### src/rtl/sdm_pkg.sv
package sdm_pkg;
  // Two's-complement step for one modulator bit: high -> +1, low -> -1
  function automatic logic signed [63:0] sdm_step64(input logic b);
    return b ? 64'sd1 : -64'sd1;
  endfunction
endpackage

### src/rtl/sdm_bit_capture.sv
module sdm_bit_capture (
  input  logic clk,
  input  logic rst,
  input  logic cmp_in,
  output logic bit_q
);
  always_ff @(posedge clk) begin
    if (rst) bit_q <= 1'b0;
    else     bit_q <= cmp_in;
  end
endmodule

### src/rtl/cic_integrators.sv
module cic_integrators #(
  parameter int ACC_W  = 36,
  parameter int STAGES = 3
) (
  input  logic                    clk,
  input  logic                    rst,
  input  logic                    bit_i,
  output logic signed [ACC_W-1:0] acc_o
);
  import sdm_pkg::*;

  logic signed [ACC_W-1:0] acc_q [STAGES];
  logic signed [ACC_W-1:0] step;
  logic signed [63:0]      step64;

  always_comb begin
    step64 = sdm_step64(bit_i);
    step   = step64[ACC_W-1:0];
  end

  for (genvar k = 0; k < STAGES; k++) begin : g_int
    if (k == 0) begin : g_first
      always_ff @(posedge clk) begin
        if (rst) acc_q[k] <= '0;
        else     acc_q[k] <= acc_q[k] + step;
      end
    end else begin : g_next
      always_ff @(posedge clk) begin
        if (rst) acc_q[k] <= '0;
        else     acc_q[k] <= acc_q[k] + acc_q[k-1];
      end
    end
  end

  assign acc_o = acc_q[STAGES-1];
endmodule

### src/rtl/cic_decim_combs.sv
module cic_decim_combs #(
  parameter int ACC_W  = 36,
  parameter int STAGES = 3,
  parameter int RATIO  = 64
) (
  input  logic                    clk,
  input  logic                    rst,
  input  logic signed [ACC_W-1:0] integ_i,
  output logic signed [ACC_W-1:0] comb_o,
  output logic                    comb_vld
);
  localparam int CNT_W = (RATIO > 1) ? $clog2(RATIO) : 1;
  localparam logic [CNT_W-1:0] LAST = CNT_W'(RATIO - 1);

  logic [CNT_W-1:0]        cnt_q;
  logic                    tick;
  logic signed [ACC_W-1:0] dly_q [STAGES];
  logic signed [ACC_W-1:0] chain [STAGES+1];

  assign tick = (cnt_q == LAST);

  always_ff @(posedge clk) begin
    if (rst || tick) cnt_q <= '0;
    else             cnt_q <= cnt_q + 1'b1;
  end

  assign chain[0] = integ_i;

  for (genvar k = 0; k < STAGES; k++) begin : g_comb
    assign chain[k+1] = chain[k] - dly_q[k];
    always_ff @(posedge clk) begin
      if (rst)       dly_q[k] <= '0;
      else if (tick) dly_q[k] <= chain[k];
    end
  end

  always_ff @(posedge clk) begin
    if (rst) begin
      comb_o   <= '0;
      comb_vld <= 1'b0;
    end else begin
      comb_vld <= tick;
      if (tick) comb_o <= chain[STAGES];
    end
  end
endmodule

### src/rtl/cic_scale.sv
module cic_scale #(
  parameter int ACC_W = 36,
  parameter int OUT_W = 18,
  parameter int GAIN_LOG2 = 18
) (
  input  logic                    clk,
  input  logic                    rst,
  input  logic signed [ACC_W-1:0] comb_i,
  input  logic                    vld_i,
  output logic signed [OUT_W-1:0] sample_o,
  output logic                    valid_o
);
  localparam int SHIFT   = GAIN_LOG2 + 1 - OUT_W;
  localparam int SH_R    = (SHIFT > 0) ? SHIFT : 0;
  localparam int SH_L    = (SHIFT < 0) ? -SHIFT : 0;
  localparam logic signed [ACC_W-1:0] MAXP = ACC_W'((64'sd1 <<< (OUT_W-1)) - 64'sd1);
  localparam logic signed [ACC_W-1:0] MINN = ACC_W'(-(64'sd1 <<< (OUT_W-1)));
  localparam logic signed [ACC_W-1:0] MAG  = ACC_W'(64'sd1 <<< GAIN_LOG2);

  logic signed [ACC_W-1:0] shifted;
  logic signed [OUT_W-1:0] clamped;

  always_comb begin
    shifted = (comb_i >>> SH_R) <<< SH_L;
    if (shifted > MAXP)      clamped = MAXP[OUT_W-1:0];
    else if (shifted < MINN) clamped = MINN[OUT_W-1:0];
    else                     clamped = shifted[OUT_W-1:0];
  end

  always_ff @(posedge clk) begin
    if (rst) begin
      sample_o <= '0;
      valid_o  <= 1'b0;
    end else begin
      valid_o <= vld_i;
      if (vld_i) sample_o <= clamped;
    end
  end

  AST_NO_OVERFLOW: assert property (@(posedge clk) disable iff (rst)
    vld_i |-> (comb_i <= MAG && comb_i >= -MAG));
endmodule

### src/rtl/sdm_loop_cic.sv
module sdm_loop_cic #(
  parameter int OUT_W  = 18,
  parameter int STAGES = 3,
  parameter int RATIO  = 64
) (
  input  logic             clk,
  input  logic             rst,
  input  logic             cmp_in,
  output logic             dac_out,
  output logic [OUT_W-1:0] sample_o,
  output logic             valid_o
);
  localparam int LOG2R     = (RATIO > 1) ? $clog2(RATIO) : 1;
  localparam int GAIN_LOG2 = STAGES * LOG2R;
  localparam int ACC_W     = OUT_W + GAIN_LOG2;

  logic                    bit_q;
  logic signed [ACC_W-1:0] integ;
  logic signed [ACC_W-1:0] comb;
  logic                    comb_vld;
  logic signed [OUT_W-1:0] samp;

  sdm_bit_capture u_cap (
    .clk(clk), .rst(rst), .cmp_in(cmp_in), .bit_q(bit_q)
  );

  cic_integrators #(.ACC_W(ACC_W), .STAGES(STAGES)) u_int (
    .clk(clk), .rst(rst), .bit_i(bit_q), .acc_o(integ)
  );

  cic_decim_combs #(.ACC_W(ACC_W), .STAGES(STAGES), .RATIO(RATIO)) u_comb (
    .clk(clk), .rst(rst), .integ_i(integ), .comb_o(comb), .comb_vld(comb_vld)
  );

  cic_scale #(.ACC_W(ACC_W), .OUT_W(OUT_W), .GAIN_LOG2(GAIN_LOG2)) u_scale (
    .clk(clk), .rst(rst), .comb_i(comb), .vld_i(comb_vld),
    .sample_o(samp), .valid_o(valid_o)
  );

  assign dac_out  = bit_q;
  assign sample_o = samp;

  // strobe spacing checker
  int   gap_q;
  logic seen_q;
  always_ff @(posedge clk) begin
    if (rst) begin
      gap_q  <= 0;
      seen_q <= 1'b0;
    end else if (valid_o) begin
      gap_q  <= 0;
      seen_q <= 1'b1;
    end else begin
      gap_q  <= gap_q + 1;
    end
  end

  AST_DAC_TRACK: assert property (@(posedge clk) disable iff (rst)
    !$past(rst) |-> dac_out == $past(cmp_in));
  AST_STROBE_GAP: assert property (@(posedge clk) disable iff (rst)
    (valid_o && seen_q) |-> gap_q == RATIO - 1);
  AST_STROBE_SINGLE: assert property (@(posedge clk) disable iff (rst)
    valid_o |=> !valid_o);
  AST_RST_QUIET: assert property (@(posedge clk)
    $past(rst) |-> (!valid_o && !dac_out && sample_o == '0));
endmodule

### config.mk
export PLATFORM = sky130hd
export DESIGN_NAME = sdm_loop_cic
export DESIGN_NICKNAME = d
export VERILOG_FILES = /design/src/rtl/sdm_pkg.sv /design/src/rtl/sdm_bit_capture.sv /design/src/rtl/cic_integrators.sv /design/src/rtl/cic_decim_combs.sv /design/src/rtl/cic_scale.sv /design/src/rtl/sdm_loop_cic.sv
export SDC_FILE = /design/constraint.sdc
export NUM_CORES = 1
export LEC_CHECK = 0
export CORE_MARGIN = 5
export CORE_UTILIZATION = 35
export CTS_CLUSTER_DIAMETER = 50
export DETAILED_ROUTE_END_ITERATION = 10
export PLACE_DENSITY = 0.54
export SYNTH_ARGS = -nofsm -noshare
export SYNTH_HDL_FRONTEND = slang
export SYNTH_SLANG_ARGS = --single-unit
### constraint.sdc
create_clock -name clk -period 6.16 [get_ports clk]
set_clock_uncertainty 0.1 [all_clocks]
set_input_delay 1.232 -clock clk [delete_from_list [all_inputs] [get_ports clk]]
set_output_delay 1.232 -clock clk [all_outputs]
set_load 0.005 [all_outputs]
After elaboration in Yosys (flattened, before gate mapping)
Memory sizes are Yosys's and may differ from the RTL's.
Index checks and enable logic that the tools add are counted.
{"block": "op_classes", "eq_ne": 1, "mul": 0, "n_mux": 15, "n_lt_le_gt_ge": 2, "bitwise_logic": 6, "n_reduce_logical": 1, "n_shift": 0, "n_div": 0, "n_addsub": 7}
{"cell": "36-bit 2-to-1 mux", "n": 7}
{"cell": "36-bit adder", "n": 3}
{"cell": "36-bit subtractor", "n": 3}
{"cell": "18-bit 2-to-1 mux", "n": 2}
{"cell": "35-bit by 18-bit greater-than comparator with 1-bit output, second input constant", "n": 1}
{"cell": "35-bit by 18-bit < comparator with 1-bit output, second input constant", "n": 1}
{"cell": "6-bit by 1-bit adder with 6-bit output, second input constant", "n": 1}
{"cell": "6-bit == test, second input constant", "n": 1}
{"cell": "1-bit 2-to-1 mux", "n": 6}
{"cell": "1-bit bitwise OR", "n": 6}
{"cell": "1-bit logical OR", "n": 1}
{"block": "totals", "latchBits": 0, "memories": 2, "rom_bits": 0, "register_bits": 63, "wordCells": 40, "ram_bits": 216, "out_inout_bits": 20}
{"name": "u_comb.dly_q", "depth": 3, "word_bits": 36, "read_ports": 3, "rd_ports_with_merged_regs": 0, "wr": 3, "line_no": "cic_decim_combs.sv:17", "source": "logic signed [ACC_W-1:0] dly_q [STAGES];"}
{"name": "u_int.acc_q", "depth": 3, "word_bits": 36, "read_ports": 3, "rd_ports_with_merged_regs": 0, "wr": 3, "line_no": "cic_integrators.sv:12", "source": "logic signed [ACC_W-1:0] acc_q [STAGES];"}

Depth between registers and ports, before layout
{"block": "depth", "word_depth": 5, "ltp_mapped": 34, "ltp_nobuf": 34}

Modules after synthesis
From an unflattened synthesis, not the netlist that was laid out.
{"block": "hier_totals", "cells_unflattened": 2310, "area_unflattened_um2": 19916.6}
{"mod": "cic_decim_combs", "area_each_um2": 10961.8, "cells_per_inst": 1218, "n_inst": 1}
{"mod": "cic_integrators", "area_each_um2": 7908.8, "cells_per_inst": 976, "n_inst": 1}
{"mod": "cic_scale", "area_each_um2": 1012.2, "cells_per_inst": 114, "n_inst": 1}
{"mod": "sdm_bit_capture", "area_each_um2": 33.8, "cells_per_inst": 2, "n_inst": 1}

Worst setup path after synthesis
No wires, ideal clock.
{"block": "synth_timing", "path_type": "register -> register", "startpoint": "memory u_int.acc_q[2][0]", "endpoint": "register u_comb.comb_o[35]", "path_slack_ns": -0.227, "required_ns": 5.943, "arrival_time_ns": 6.171, "setup_time_ns": 0.117, "stages_incl_launch_ff": 33, "path_buffers": 0, "cell_sequence": "dfxtp_1 inv_1 ha_1 fa_1 nor2b_1 o21ai_1 a2111oi_0 nor2_1 a21oi_1 o21ai_0 a21bo_2 a21oi_1 o21ai_0 a21oi_1 ha_1 nand4_1 nor2_1 and3_1 o31ai_1 a31oi_1 or3_1 and2_1 ha_1 o21ai_0 o21bai_1 a2111oi_2 o31ai_1 o21ai_1 o211ai_1 a31o_1 a21oi_1 xnor3_1 a22o_1"}
{"element": "from (decl)", "line_no": "cic_integrators.sv:12"}
{"element": "to (signal assigned)", "line_no": "cic_decim_combs.sv:43", "source": "if (tick) comb_o <= chain[STAGES];"}
{"element": "to (decl)", "line_no": "cic_decim_combs.sv:9", "source": "output logic signed [ACC_W-1:0] comb_o,"}

==> metrics.yaml <==
netlist.top_cell.by_area: "dfxtp_1"
dr.first_iter.drc_count: 488
failed_checks: "setup timing"
detail_route.wl_per_cell_um: 13.3
cts_tree: "yes"
clock_sink_count: 278
via_count: 16064
design.final.nets: 2708
global_route.usage.met3_pct: 2.17
floorplan.core_area_mm2: 0.0554
rsz0062_at_grt: "yes"
crit_arrival_ps: 6670
critical_path_required_ps: 6500
layout_common_cells: "202 x ha_1, 201 x buf_4, 199 x nor2_1, 185 x a21oi_1, 179 x inv_1"
run_status: "finished, violations left"
number_of_flops_mapped_to_enable_cells_by_yosys: 108
critPathSlowestCell: "a221o_1"
r2r_setup_slack_ps: -170
floorplan.initialDensity_pct: 35.5
share_of_yosys_cell_area_claimed_by_the_top_area_cell_type_pct: 17.3
synthesis.area_mm2: 0.0197
synth.ff_latch_count: 278
globalRouteMet2Util_pct: 24.5
final_core_util_pct: 43.7
num_rows: 86
most_common_library_cell_in_the_layout_ignoring_fill_and_taps: "ha_1"
boundaryPins: 23
reg2regPathDepth: 30
clk_latency_ps: 560
largest_net_degree_at_the_start_of_global_routing: 149
die_area_mm2: 0.0610
worst_r2r_startpoint: "u_comb.dly_q[0][0]$_SDFFCE_PN0P_"
max_cap_violations: 0
htree_levels: 2
synth_async_sr_flop_share_pct: 0
worst_r2r_endpoint: "u_comb.comb_o[35]$_SDFFE_PP0P_"
path_class: "reg -> reg"
global_route.overflow_total: 0
drive_gt1_share_pct: 16.4
drcViolationCount: 0
route.final.wire_length_mm: 43.4
synthesis.instances: 2270
buffer_ports.inserted: 22
grt_antenna_before_repair: 0
dieWidth_um: 247
fin_hold_ws_ps: 346
gr-usage-all-layers_pct: 14.1
cts.root.buffer_cell: "clkbuf_16"
slew_headroom_pct: 45.7
max_freq_ghz: 0.158
grt-busiest-layer: "met2"
cpMostUsedCell: "buf_4"
synth.yosys.seq_area_share_pct: 33.8
hold_start: "u_comb.comb_o[16]$_SDFFE_PP0P_"
synth_nets: 2488
holdPathStages: 2
post_synth_num_cell_types: 83
via_per_inst: 4.91
kind_of_path_behind_the_tightest_hold_check: "reg -> reg"
timing.final.crit_share_pct: 103
final-setup-viol-count: 5
hold_buffers: 0
drt.antenna.violating_nets: 0
worstHoldEndpoint: "u_comb.comb_o[16]$_SDFFE_PP0P_"
synth_top_flop_cell: "dfxtp_1"
place.detailed.hpwl_mm: 32.8
cts_bufs_inserted: 44
tightest_slew_ps: 811
gpl.final_weighted_congestion: 0.840
final_period_minus_worst_setup_slack_ps: 6330
grt_first_pass_wirelength_mm: 73.6
layout_overhead_on_the_synthesized_area_pct: 23.1
cts.path.max_buffers: 3
clk_transition_reported_paths_ps: 60
grtUsageMet1_pct: 18.0
detail_route.first_pass.iterations: 5
layout_setup_ws_ps: -171
die_y_um: 247
finalHoldViolations: 0
netlist_top_cells_area: "dfxtp_1 17%, edfxtp_1 16%, ha_1 13%, a21oi_1 5.2%, xnor2_1 5.1%"
slew_violations: 0
cp-end-kind: "flop"
number_of_global_route_vias_before_repair: 15874
tns_ps: -554
worstSetupStartpointType: "flop"
ys.warnings.count: 0
mean_syn_cell_area_um2: 8.66
worst_stage_delay_on_the_critical_path_ps: 380
critPathMaxFanout: 4
[through the flow]
stage / setup slack [ps] / instances / instance area, um^2
6_report: -171 / 3274 / 24200
3_3_place_gp: -516 / 3174 / 22100
4_1_cts: -325 / 3269 / 23900
5_1_grt: -582 / 3273 / 24200
3_5_place_dp: -626 / 3174 / 22100
2_1_floorplan: 12.1 / 2270 / 19700
[routing by layer]
metal  up-vias  routed length, um
met5         -                  0
met4         0               1200
met3        84               1210
met2       174              20200
met1      7205              20800
li1       8601                  -
[sequential cells by signal, summed over array words and instances (netlist names)]
name,count
u_comb.dly_q,108
u_cap.bit_q,1
u_comb.cnt_q,6
u_int.acc_q,108
u_scale.sample_o,18
u_comb.comb_o,35
u_comb.comb_vld,1
u_scale.valid_o,1
[timing repair]
item	CTS	global route
pin swaps	29	44
resized for setup	36	66
setup buffers	14	4
endpoints found under the setup margin	16	19
[critical path, delay by kind of cell (launching register included)]
kind | cells | cell delay (ps)
AO/OA/AOI/OAI | 17 | 3260
adder cells (fa/ha/maj) | 4 | 1230
buffers and inverters | 4 | 540
XOR/XNOR | 2 | 430
flip-flops | 1 | 370
AND/OR/NAND/NOR | 3 | 280
[layout make-up]
cell class	instances	area (um^2)
fillers	5415	31200
multi-input cells	1756	12600
repair buffers	229	1810
well taps	748	936
clock buffers	58	1300
flip-flops and latches	278	6650
clock inverters	23	209
diodes	1	2.50
inverters	181	682
[worst max-delay path by stage]
stage | start | endpoint | cells after the start
2_1_floorplan | u_int.acc_q[2][0]$_SDFF_PP0_ | u_comb.comb_o[35]$_SDFFE_PP0P_ | 33
5_1_grt | u_comb.dly_q[0][0]$_SDFFCE_PN0P_ | u_comb.comb_o[31]$_SDFFE_PP0P_ | 35
4_1_cts | u_comb.dly_q[0][0]$_SDFFCE_PN0P_ | u_comb.comb_o[34]$_SDFFE_PP0P_ | 35
6_report | u_comb.dly_q[0][0]$_SDFFCE_PN0P_ | u_comb.comb_o[35]$_SDFFE_PP0P_ | 30
3_3_place_gp | u_int.acc_q[2][0]$_SDFF_PP0_ | u_comb.comb_o[35]$_SDFFE_PP0P_ | 33
3_5_place_dp | u_int.acc_q[2][0]$_SDFF_PP0_ | u_comb.comb_o[35]$_SDFFE_PP0P_ | 33
[Yosys cell counts (20+ instances only)]
| cell type | n |
|---|---|
| a211oi_1 | 21 |
| a21o_1 | 97 |
| a21oi_1 | 205 |
| a31oi_1 | 24 |
| and2_1 | 62 |
| and3_1 | 56 |
| clkbuf_1 | 50 |
| dfxtp_1 | 170 |
| edfxtp_1 | 108 |
| ha_1 | 209 |
| inv_1 | 181 |
| nand2_1 | 138 |
| nand2b_1 | 41 |
| nand3_1 | 37 |
| nand4_1 | 20 |
| nor2_1 | 205 |
| nor2b_1 | 39 |
| nor3_1 | 43 |
| o21a_1 | 33 |
| o21ai_0 | 112 |
| o21ai_1 | 23 |
| o21bai_1 | 29 |
| xnor2_1 | 115 |
| xor2_1 | 52 |
[logic make-up after synthesis]
kind of cell | count (synthesis) | synth area share (%)
AO/OA/AOI/OAI | 666 | 22.1
adder cells (fa/ha/maj) | 215 | 13.9
AND/OR/NAND/NOR | 694 | 17.4
XOR/XNOR | 169 | 7.67
flip-flops | 278 | 33.8
buffers and inverters | 236 | 4.50
multiplexers | 12 | 0.643
Power is not shown: default switching activity piles up to over one toggle a cycle in this logic, so the estimate is an artifact.
